`config.mk`:
```
export PLATFORM = sky130hd
export DESIGN_NAME = rsk_role_swap_key
export DESIGN_NICKNAME = d
export VERILOG_FILES = /design/src/rtl/rsk_pkg.sv /design/src/rtl/rsk_press_qual.sv /design/src/rtl/rsk_window.sv /design/src/rtl/rsk_role_swap_key.sv
export SDC_FILE = /design/constraint.sdc
export NUM_CORES = 1
export LEC_CHECK = 0
export BUFFER_PORTS_ARGS = -buffer_cell sky130_fd_sc_hd__buf_2
export CORE_UTILIZATION = 45
export DETAILED_ROUTE_END_ITERATION = 8
export HOLD_SLACK_MARGIN = 0.1
export SETUP_SLACK_MARGIN = 0.5
export SYNTH_ARGS = -nofsm -noshare
export SYNTH_HDL_FRONTEND = slang
export SYNTH_SLANG_ARGS = --single-unit
export TNS_END_PERCENT = 30
```
`constraint.sdc`:
```
create_clock -name clk -period 2.1 [get_ports clk]
set_input_delay 0.21 -clock clk [delete_from_list [all_inputs] [get_ports clk]]
set_output_delay 0.21 -clock clk [all_outputs]
set_load 0.02 [all_outputs]
```
`src/rtl/rsk_pkg.sv`:
```
package rsk_pkg;

    // Press qualifier states
    typedef enum logic [1:0] {
        K_UP     = 2'd0,
        K_TIMING = 2'd1,
        K_HELD   = 2'd2
    } key_state_e;

    // Window tracker states
    typedef enum logic [1:0] {
        W_IDLE = 2'd0,
        W_OPEN = 2'd1,
        W_FIRE = 2'd2
    } win_state_e;

endpackage

```
`src/rtl/rsk_press_qual.sv`:
```
module rsk_press_qual
    import rsk_pkg::*;
#(
    parameter int PRESS_TICKS = 32
) (
    input  logic clk,
    input  logic rst_n,
    input  logic tick,
    input  logic key_n,
    input  logic hold,
    output logic press_ok
);
    localparam int CW = $clog2(PRESS_TICKS + 1);
    localparam logic [CW-1:0] CNT_LAST = CW'(PRESS_TICKS);

    key_state_e    state_q, state_d;
    logic [CW-1:0] cnt_q;

    // State register
    always_ff @(posedge clk or negedge rst_n) begin
        if (!rst_n) state_q <= K_UP;
        else        state_q <= state_d;
    end

    // Tick counter while the key is low
    always_ff @(posedge clk or negedge rst_n) begin
        if (!rst_n)                             cnt_q <= '0;
        else if (state_q != K_TIMING)           cnt_q <= '0;
        else if (tick && (cnt_q != CNT_LAST))   cnt_q <= cnt_q + 1'b1;
    end

    // Next state
    always_comb begin
        state_d = state_q;
        unique case (state_q)
            K_UP:     if (!hold && !key_n) state_d = K_TIMING;
            K_TIMING: begin
                if (hold || key_n)                    state_d = K_UP;
                else if (tick && (cnt_q == CNT_LAST)) state_d = K_HELD;
            end
            K_HELD:   if (hold || key_n) state_d = K_UP;
            default:  state_d = K_UP;
        endcase
    end

    // Outputs: qualification happens on the TIMING -> HELD transition
    always_comb begin
        press_ok = (state_q == K_TIMING) && (state_d == K_HELD);
    end

    // the key was already low in the cycle before qualification
    a_r1_low_before_ok: assert property (@(posedge clk) disable iff (!rst_n)
        press_ok |-> $past(!key_n));
    // counter never passes the threshold
    a_r1_cnt_bound: assert property (@(posedge clk) disable iff (!rst_n)
        cnt_q <= CNT_LAST);
    // a press is never counted in two consecutive cycles
    a_r2_count_once: assert property (@(posedge clk) disable iff (!rst_n)
        press_ok |=> !press_ok);

endmodule

```
`src/rtl/rsk_window.sv`:
```
module rsk_window
    import rsk_pkg::*;
#(
    parameter int WINDOW_TICKS = 3000,
    parameter int PRESS_NEED   = 4     // must be at least 2
) (
    input  logic clk,
    input  logic rst_n,
    input  logic tick,
    input  logic hold,
    input  logic press_ok,
    output logic fire
);
    localparam int TW = $clog2(WINDOW_TICKS + 1);
    localparam int PW = $clog2(PRESS_NEED + 1);
    localparam logic [TW-1:0] T_LAST = TW'(WINDOW_TICKS - 1);
    localparam logic [PW-1:0] P_LAST = PW'(PRESS_NEED - 1);

    win_state_e    state_q, state_d;
    logic [TW-1:0] timer_q;
    logic [PW-1:0] presses_q;
    logic          expire;

    always_comb expire = (state_q == W_OPEN) && tick && (timer_q == T_LAST);

    // State register
    always_ff @(posedge clk or negedge rst_n) begin
        if (!rst_n) state_q <= W_IDLE;
        else        state_q <= state_d;
    end

    // Window timer and press count
    always_ff @(posedge clk or negedge rst_n) begin
        if (!rst_n) begin
            timer_q   <= '0;
            presses_q <= '0;
        end else begin
            unique case (state_q)
                W_IDLE: begin
                    timer_q   <= '0;
                    presses_q <= (press_ok && !hold) ? PW'(1) : '0;
                end
                W_OPEN: begin
                    if (hold) begin
                        timer_q   <= '0;
                        presses_q <= '0;
                    end else if (expire) begin
                        timer_q   <= '0;
                        presses_q <= press_ok ? PW'(1) : '0;
                    end else begin
                        if (tick)     timer_q   <= timer_q + 1'b1;
                        if (press_ok) presses_q <= presses_q + 1'b1;
                    end
                end
                default: begin
                    timer_q   <= '0;
                    presses_q <= '0;
                end
            endcase
        end
    end

    // Next state
    always_comb begin
        state_d = state_q;
        unique case (state_q)
            W_IDLE: if (!hold && press_ok) state_d = W_OPEN;
            W_OPEN: begin
                if (hold)                                   state_d = W_IDLE;
                else if (expire)                            state_d = press_ok ? W_OPEN : W_IDLE;
                else if (press_ok && (presses_q == P_LAST)) state_d = W_FIRE;
            end
            W_FIRE:  state_d = W_IDLE;
            default: state_d = W_IDLE;
        endcase
    end

    // Outputs
    always_comb begin
        fire = (state_q == W_FIRE);
    end

    // the timer stays inside the window
    a_r3_timer_bound: assert property (@(posedge clk) disable iff (!rst_n)
        timer_q <= T_LAST);
    // firing follows the last needed press
    a_r4_fire_on_need: assert property (@(posedge clk) disable iff (!rst_n)
        fire |-> ($past(presses_q) == P_LAST));
    // firing lasts one cycle and clears the count
    a_r5_fire_single: assert property (@(posedge clk) disable iff (!rst_n)
        fire |=> !fire);
    a_r5_fire_clears: assert property (@(posedge clk) disable iff (!rst_n)
        fire |=> (presses_q == '0));

endmodule

```
`src/rtl/rsk_role_swap_key.sv`:
```
module rsk_role_swap_key #(
    parameter int PRESS_TICKS  = 32,
    parameter int WINDOW_TICKS = 3000,
    parameter int PRESS_NEED   = 4
) (
    input  logic clk,
    input  logic rst_n,
    input  logic tick,
    input  logic key_n,
    input  logic host_mode,
    input  logic ind_wr,
    input  logic ind_wdata,
    output logic swap_req,
    output logic swap_ind
);
    logic press_ok;
    logic key_fire;
    logic host_go;
    logic swap_set;
    logic ind_clr;

    rsk_press_qual #(.PRESS_TICKS(PRESS_TICKS)) u_qual (
        .clk      (clk),
        .rst_n    (rst_n),
        .tick     (tick),
        .key_n    (key_n),
        .hold     (host_mode),
        .press_ok (press_ok)
    );

    rsk_window #(.WINDOW_TICKS(WINDOW_TICKS), .PRESS_NEED(PRESS_NEED)) u_win (
        .clk      (clk),
        .rst_n    (rst_n),
        .tick     (tick),
        .hold     (host_mode),
        .press_ok (press_ok),
        .fire     (key_fire)
    );

    always_comb begin
        host_go  = host_mode && ind_wr && ind_wdata;
        swap_set = host_go || (!host_mode && key_fire);
        ind_clr  = ind_wr && !ind_wdata;
    end

    always_ff @(posedge clk or negedge rst_n) begin
        if (!rst_n) begin
            swap_req <= 1'b0;
            swap_ind <= 1'b0;
        end else begin
            swap_req <= swap_set;
            if (swap_set)     swap_ind <= 1'b1;
            else if (ind_clr) swap_ind <= 1'b0;
        end
    end

    // a request is always reflected in the indication bit
    a_r6_req_sets_ind: assert property (@(posedge clk) disable iff (!rst_n)
        swap_req |-> swap_ind);
    // no key-driven firing while host mode is held
    a_r7_host_blocks_key: assert property (@(posedge clk) disable iff (!rst_n)
        (host_mode && $past(host_mode)) |-> !key_fire);

endmodule

```
== Word-level counts from Yosys, hierarchy flattened ==
Cells that the tools add are included.
Word-level totals
  register bits after elaboration: 27
  input port bits: 7
  output and inout port bits: 2
  logic and storage cells: 71
Operators by class
  $add $sub $neg: 3
  equal/unequal tests: 14
  multiplexer cells: 25
  reduce and logical (&&, ||, !) cells: 22
Operator list (count)
  12-bit two-way mux: 4
  2-bit two-way mux: 8
  12-bit by 1-bit adder with 12-bit output, second input constant: 1
  12-bit equality test, second input constant: 1
  1-bit logical AND: 12
  6-bit two-way mux: 2
  3-bit two-way mux: 3
  4-bit by 3-bit inequality test with 1-bit output, second input constant: 2
  6-bit by 1-bit adder with 6-bit output, second input constant: 1
  2-bit equality test, second input constant: 3
  6-bit equality test, second input constant: 1
  6-bit inequality test, second input constant: 1
  2-bit one-hot mux with 3 select lines: 1
  3-bit one-hot mux with 2 select lines: 1
  1-bit two-way mux: 5
  2-bit by 1-bit equality test with 1-bit output, second input constant: 2
  2-bit zero test: 2
  2-bit by 1-bit inequality test with 1-bit output, second input constant: 2
  4-bit by 2-bit inequality test with 1-bit output, second input constant: 1
  2-bit one-hot mux with 2 select lines: 1
  2-bit nonzero test: 2
  3-bit by 1-bit adder with 3-bit output, second input constant: 1
  3-bit by 2-bit equality test with 1-bit output, second input constant: 1
  1-bit zero test: 3
  2 further kinds: 3

== Logic depth before layout (Yosys ltp) ==
Gate-level depths: netlist of the first run.
  word-level depth: 12
  gate-level depth with buffers: 6
  gate-level depth less buffers: 6

== By module ==
From an unflattened synthesis of the first run, not the netlist that was laid out.
Unflattened totals
  cell total of the unflattened synthesis: 141
  area total of the unflattened synthesis: 1418.9 um^2
By module, submodules not included
  rsk_window: times used 1, cells each 86, area each 879.6 um^2, sequential area each 425.4 um^2
  rsk_press_qual: times used 1, cells each 46, area each 452.9 um^2, sequential area each 200.2 um^2
  rsk_role_swap_key: times used 1, cells each 9, area each 86.3 um^2, sequential area each 50.0 um^2

== Least setup slack after synthesis of the first run ==
Ideal clock, no wire load.
  path kind: register to register
  start point: reg u_win.timer_q[3]
  end point: reg u_win.timer_q[10]
  setup time: 0.119 ns
  data arrival time: 1.417 ns
  required time: 1.981 ns
  setup slack: 0.565 ns
  stages on the path, launching flop included: 6
  path buffers: 1
  period minus slack after synthesis: 1.535 ns
  path through: dfrtp_1 nor4b_2 nand2_1 o311ai_4 buf_6 nor2_1
On the way
  longest elaborated chain between the ends: 5
  elaborated cells between the ends (all ways): 8
  those cells by class: 1 x add/sub; 2 x eq/ne; 4 x mux; 1 x reduce/logical
RTL lines
  start, declared: RTL line rsk_window.sv:20  | logic [TW-1:0] timer_q;
  start signal, assigned: RTL line rsk_window.sv:51  | if (tick) timer_q <= timer_q + 1'b1;
  12-bit by 1-bit adder with 12-bit output or 12-bit equality test (tied branches): RTL line rsk_window.sv:51, rsk_window.sv:24
  12-bit two-way mux or 1-bit logical AND (tied branches): RTL line rsk_window.sv:51, rsk_window.sv:24
  12-bit two-way mux: RTL line rsk_window.sv:47  | end else if (expire) begin
  12-bit two-way mux: RTL line rsk_window.sv:44  | if (hold) begin
  12-bit two-way mux: RTL line rsk_window.sv:38  | unique case (state_q)
Several ways; a longest one is shown, not always the timed one. The select of a mux whose other input is x is not followed.
A chain may end at the register's enable or synchronous reset.

== Worst setup path in the final report of the first run ==
  start point: reg u_qual.cnt_q[0]
  end point: reg u_qual.cnt_q[2]
On the way
  longest elaborated chain between the ends: 3
  elaborated cells between the ends (all ways): 6
  those cells by class: 1 x add/sub; 1 x eq/ne; 2 x mux; 2 x reduce/logical
RTL lines
  start, declared: RTL line rsk_press_qual.sv:17  | logic [CW-1:0] cnt_q;
  start signal, assigned: RTL line rsk_press_qual.sv:29  | else if (tick && (cnt_q != CNT_LAST)) cnt_q <= cnt_q + 1'b1;
  6-bit by 1-bit adder with 6-bit output or 6-bit inequality test (tied branches): RTL line rsk_press_qual.sv:29
  6-bit two-way mux or 1-bit logical AND (tied branches): RTL line rsk_press_qual.sv:29
  6-bit two-way mux or 2-bit nonzero test (tied branches)
Several ways; a longest one is shown, not always the timed one. The select of a mux whose other input is x is not followed.

==> summary.md, run 1 <==
| Metric | Value |
|---|---|
| PortBufs | `8` |
| Peak supply drop | `0.000225 V` |
| Largest net degree at the start of global routing | `28` |
| Detail Route Antenna Nets | `0` |
| Dpl cells | `194` |
| Die ar. | `0.00340 mm2` |
| CTS max path bufs | `2` |
| Area growth from synthesis to layout | `11.9%` |
| Netlist cell types | `35` |
| Hold WS | `170 ps` |
| Clock root buffer master | `clkbuf_4` |
| Placer Congestion | `0.830` |
| Final hold vios | `0` |
| Worst-path fanout max | `4` |
| Num rows | `20` |
| Num CTS Buffers | `3` |
| Setup violations, final | `0` |
| Critical-path cell list | `inv_1 -> ha_1 -> a31oi_1 -> a211oi_1 -> a31o_2` |
| Share of cells above drive strength 1 | `17.1%` |
| # DRC | `0` |
| Power share of the clock group | `27.9%` |
| Finished Core Util | `52.8%` |
| H-tree depth | `1` |
| Core box area | `0.00303 mm2` |
| Drt first pass iters | `4` |
| Crit-path slowest cell | `dfrtp_1` |
| Nets | `171` |
| Max Slew Vio Count | `0` |
| Overall Power | `0.808 mW` |
| Seq cells post-synth | `27` |
| Syn avg cell area | `9.92 um2` |
| Vias in the first global route | `948` |
| Gr usage total | `16.9%` |
| Leak Pwr | `0.657 nW` |
| Initial antenna violation count | `0` |
| Worst path max stage delay | `430 ps` |
| Fill cells | `287` |
| Non-filler cells, final | `202` |
| Sw Share | `23.4%` |
| Psw | `0.189 mW` |
| Status | `complete, no violations` |
| Total grt overflow | `0` |
| Sequential element share of the synthesized area | `47.3%` |
| Min-Delay Path Depth | `3` |
| FF-to-FF path depth | `5` |
| Die width | `58.4 um` |
| Pint | `0.619 mW` |
| Final Critical Period | `1590 ps` |
| Worst setup EP type | `flop` |
| Critical Path RT | `2340 ps` |
| Synth Warn # | `0` |
| Vias per cell | `5.18` |
| Global-route wire length before repair | `4350 um` |
| Mapped Area | `0.00143 mm2` |
| Sequential share of power | `65.5%` |
| Comb pwr share | `6.6%` |
| Clk sinks | `27` |
| Initial Utilization | `47.2%` |
| Clock slew at reported path FFs | `140 ps` |
| Io pins | `9` |
| PwrDens | `505 mW/mm2` |
| Die Ht | `58.4 um` |
| Period utilisation layout | `75.8%` |
| Post-Route WL | `2590 um` |
| Max-slew headroom | `59.6%` |
| Mapped Cells | `144` |
| Antenna Cells | `0` |
| Syn nets | `156` |
| Setup crit start kind | `flop` |
| RSZ-0062 raised after global routing | `true` |
| Hold Path Class | `input port to flop` |
| Wirelength per Cell | `12.8 um` |
| Crit Path Class | `flop to flop` |
| Clock latency at the later pin of the worst-skew pair | `330 ps` |
| CTS tree | `built` |
| Worst Path Arrival | `1830 ps` |
| Final HPWL DP | `1860 um` |
| Peak Freq | `628 MHz` |
| Max-cap viol count | `0` |
| Worst-Margin Slew | `605 ps` |
| Setup tns final | `0 ps` |
| DR vias | `1047` |
| Skew final | `1.59 ps` |
| Initial DRC Count | `44` |
[critical path, delay by kind of cell, from the launching register on]
kind	cells	cell delay, ps
fa+ha+maj	1	220
flops	1	430
compound gates	3	790
buf+inv	1	60
[timing repair]
item / 4_1_cts / 5_1_grt
pin swaps: 0 / 2
endpoints found under the setup margin: 15 / 18
hold buffers: 1 / 0
gates resized for setup: 2 / 4
endpoints found under the hold margin: 27 / 0
setup buffers: 0 / 3
[stage by stage]
stage          worst slack, ps  instance area [um2]
2_1_floorplan              565                 1430
3_5_place_dp               495                 1520
5_1_grt                    443                 1600
4_1_cts                    513                 1570
3_3_place_gp               540                 1520
6_report                   508                 1600
[metal layers]
metal	vias to the layer above	track usage (%)	wire [um]
met4	0	8.16	46
met3	5	2.64	80
met5	-	0	0
li1	528	-	-
met1	497	23.2	1330
met2	17	26.1	1140
[logic make-up after synthesis]
family | share of synthesized area (%)
xor+xnor | 8.58
buf+inv | 3.50
flops | 47.3
simple gates | 26.6
mux | 3.59
fa+ha+maj | 4.38
compound gates | 6.04
[synthesized netlist by cell type (all sizes together)]
cell type,n,area (um2)
a211oi,1,7.51
a21o,1,7.51
a21oi,3,15.0
a31o,1,8.76
a31oi,1,6.26
and2,2,13.8
and3,1,6.26
and4,2,17.5
and4b,1,10.0
buf,2,16.3
clkbuf,2,7.51
dfrtp,27,676
ha,5,62.6
inv,7,26.3
mux2,1,11.3
mux2i,4,40.0
nand2,6,22.5
nand2b,4,25.0
nand3,7,35.0
nand4,7,43.8
nand4b,1,8.76
nor2,23,86.3
nor2b,1,6.26
nor3,5,25.0
nor4,4,25.0
nor4b,2,23.8
o21ai,3,15.0
o311ai,1,26.3
or2,3,18.8
or3,2,12.5
xnor2,10,87.6
xor2,4,35.0
[path summary, 6_finish.rpt]
check | from | end | slack (ps)
hold / removal | ind_wr | swap_ind | 170
hold reg to reg | swap_ind | swap_ind | 490
min in group asynchronous | rst_n | swap_ind | 400
max in group asynchronous | rst_n | u_win.timer_q[3] | 1270
setup reg to reg | u_qual.cnt_q[0] | u_qual.cnt_q[2] | 510
setup / recovery | u_qual.cnt_q[0] | u_qual.cnt_q[2] | 510
[area by class of cell]
type	count	area [um2]	share of cell area [%]
well taps	44	55.1	3.44
flip-flops and latches	27	678	42.4
multi-input cells	106	718	44.9
inverters	7	26.3	1.64
clock buffers	4	26.3	1.64
repair buffers	14	95.1	5.95
[registers in the layout (all words and copies together) (netlist names)]
signal,count
swap_req,1
swap_ind,1
u_qual.cnt_q,6
u_qual.state_q,2
u_win.state_q,2
u_win.timer_q,12
u_win.presses_q,3
[power by group through the flow]
stage / clock network (mW) / logic, mW / registers [mW]
after floorplan: 0 / 0.0236 / 0.543
after global placement: 0 / 0.0512 / 0.539
after detailed placement: 0 / 0.0524 / 0.539
after CTS: 0.236 / 0.0544 / 0.529
after global routing: 0.254 / 0.0599 / 0.530
final: 0.226 / 0.0533 / 0.529
[cell usage in the layout, fill, tap and decap left out, types with 2 or more instances in the layout]
master / instances
nor4_1: 3
buf_6: 2
dfrtp_1: 25
dfrtp_2: 2
buf_2: 8
or3_1: 2
mux2i_1: 4
a21oi_1: 3
or2_2: 3
inv_1: 7
nand4_1: 7
o21ai_0: 3
nor2_1: 23
nand2b_1: 4
and4_1: 2
buf_4: 3
xor2_1: 4
xnor2_1: 10
ha_1: 5
nor3_1: 5
nand2_1: 6
clkbuf_4: 3
nand3_1: 7
Power figures use the tool's default switching activity.
==> run 2: changes to the inputs <==
Clock period 2.1 ns to 1.6 ns, I/O delays scaled along.
==> run 2 against run 1 <==
Setup slack got worse by 390 ps. Register-to-register slack got worse by 390 ps. Cell count rose by 4.0%. Core utilization increased by 3.7 points. Non-clock buffer count rose by 8. Design area increased by 7.0%. Count of clock-buffer cells in the layout decreased by 1. Worst hold slack got worse by 56 ps. Fmax up 7.8%. Highest routed layer unchanged. Clock power is 34% higher.
==> summary.md, run 2 (same netlist as run 1, synthesis figures left out) <==
| Metric | Value |
|---|---|
| Num rows | `20 (unchanged)` |
| Crit path from | `u_win.timer_q[1]` |
| Placer Congestion | `0.750 (-9.6%)` |
| Biggest regs | `u_win.timer_q (12), u_qual.cnt_q (6), u_win.presses_q (3)` |
| PwrDens | `634 mW/mm2 (+25%)` |
| Clock slew at reported path FFs | `150 ps (about the same)` |
| Most frequent cells in the layout | `27 x dfrtp_1, 22 x nor2_1, 12 x buf_4` |
| Initial DRC Count | `17 (-61%)` |
| Gr usage total | `18.5% (+1.7 points)` |
| PortBufs | `8 (unchanged)` |
| Leak Pwr | `0.725 nW (+10%)` |
| Total grt overflow | `0 (unchanged)` |
| Worst Path Arrival | `1720 ps (-110 ps)` |
| Core box area | `0.00303 mm2 (unchanged)` |
| # DRC | `0 (unchanged)` |
| Wirelength per Cell | `12.8 um (+0.17%)` |
| Setup crit start kind | `flop` |
| Peak Freq | `677 MHz (+7.8%)` |
| Setup tns final | `0 ps (unchanged)` |
| Multi-input gate area | `776 um2 (+8.0%)` |
| Clock latency at the later pin of the worst-skew pair | `330 ps (about the same)` |
| Reg area | `676 um2 (-0.37%)` |
| Period utilisation layout | `92.4% (+17 points)` |
| Antenna Cells | `0 (unchanged)` |
| Status | `complete, no violations` |
| Die ar. | `0.00340 mm2 (unchanged)` |
| Reg-to-reg setup timing slack | `120 ps (-390 ps)` |
| Worst-Margin Slew | `607 ps (+1.48 ps)` |
| Die width | `58.4 um (unchanged)` |
| Detail Route Antenna Nets | `0 (unchanged)` |
| Most flops, register | `u_win.timer_q` |
| Finished Core Util | `56.5% (+3.7 points)` |
| Peak supply drop | `0.000382 V (+70%)` |
| Critical path endpoint | `u_win.timer_q[0]` |
| RSZ-0062 raised after global routing | `true` |
| Drt first pass iters | `4 (unchanged)` |
| DR vias | `1086 (+3.7%)` |
| Initial Utilization | `47.2% (unchanged)` |
| Critical R2R Capture | `u_win.timer_q[0]` |
| FF-to-FF path depth | `6 (+1)` |
| Io pins | `9 (unchanged)` |
| Number of flip-flops in the largest register | `12 (unchanged)` |
| Critical Path RT | `1840 ps (-500 ps)` |
| Initial antenna violation count | `0 (unchanged)` |
| Global-route wire length before repair | `4780 um (+10%)` |
| Clk sinks | `27 (unchanged)` |
| Max-slew headroom | `59.5% (-0.099 points)` |
| Nets | `179 (+4.7%)` |
| Skew final | `1.64 ps (+0.0474 ps)` |
| Setup violations, final | `0 (unchanged)` |
| Fill cells | `269 (-6.3%)` |
| Vias in the first global route | `1049 (+11%)` |
| Num CTS Buffers | `3 (unchanged)` |
| Most common cell after layout, fill and taps aside | `dfrtp_1` |
| Final Critical Period | `1480 ps (-115 ps)` |
| CTS max path bufs | `2 (unchanged)` |
| Final hold vios | `0 (unchanged)` |
| Crit Path Class | `flop to flop` |
| Area growth from synthesis to layout | `19.8%` |
| Final HPWL DP | `1820 um (-1.9%)` |
| Reg-to-Reg Start | `u_win.timer_q[1]` |
| Share of cells above drive strength 1 | `26.5% (+9.4 points)` |
| Worst setup EP type | `flop` |
| Clock root buffer master | `clkbuf_4` |
| Worst-path fanout max | `12 (+8)` |
| Vias per cell | `5.17 (-0.23%)` |
| Die Ht | `58.4 um (unchanged)` |
| CTS tree | `built` |
| H-tree depth | `1 (unchanged)` |
| Largest net degree at the start of global routing | `28 (unchanged)` |
| Hold Path Class | `input port to flop` |
| Post-Route WL | `2700 um (+4.1%)` |
| Max Slew Vio Count | `0 (unchanged)` |
| Max-cap viol count | `0 (unchanged)` |
## run 2: worst max-delay path, stage by stage, from the launching register on
cell and delay (ps):
dfrtp_1 420, ha_1 190, and2_2 180, nand2_1 90
o311ai_4 260, buf_6 190, nor2_1 50
## run 2: worst min path at each step
stage                      start               end  slack [ps]  cells past startpoint
after floorplan            rst_n          swap_ind        -140                      0
after global placement     rst_n  u_win.timer_q[9]         200                      1
after detailed placement   rst_n  u_win.timer_q[8]         210                      1
after CTS                 ind_wr          swap_req         120                      3
after global routing      ind_wr          swap_ind         130                      3
final                     ind_wr          swap_req         110                      3
## run 2: cell type report
cell class / count / area share [%]
multi-input combinational: 106 / 45.3
clock inverter: 1 / 0.292
timing repair buffer: 22 / 8.85
inverter: 7 / 1.54
sequential: 27 / 39.5
tap: 44 / 3.22
clock buffer: 3 / 1.32
## run 2: power by group
| part | switching, mW | internal [mW] |
|---|---|---|
| Clock | 0.209 | 0.0939 |
| Combinational | 0.0530 | 0.0355 |
| Sequential | 0.00396 | 0.690 |
| Total | 0.266 | 0.819 |
## run 2: repair_timing
item	in CTS	in global routing
gates resized for setup	16	1
endpoints found under the setup margin	23	24
pin swaps	4	0
cloned	0	0
setup buffers	4	2
endpoints found under the hold margin	27	0
hold buffers	1	0
## run 2: through the flow
step	area (um2)	setup slack, ps	power [mW]	cells	hold slack (ps)
after floorplan	1430	158	0.743	144	-136
after global placement	1550	91.1	0.776	199	200
after detailed placement	1550	35.3	0.778	199	211
after CTS	1700	135	1.09	208	118
after global routing	1710	42.7	1.13	210	128
final	1710	122	1.08	210	115
## run 2: layer usage
metal | vias to the layer above | GRT usage, % | part of all wire [%]
met4 | 0 | 7.14 | 1.1
met2 | 14 | 30.4 | 47
met3 | 4 | 2.86 | 1.6
met1 | 525 | 24.9 | 51
li1 | 543 | - | -
met5 | - | 0 | 0
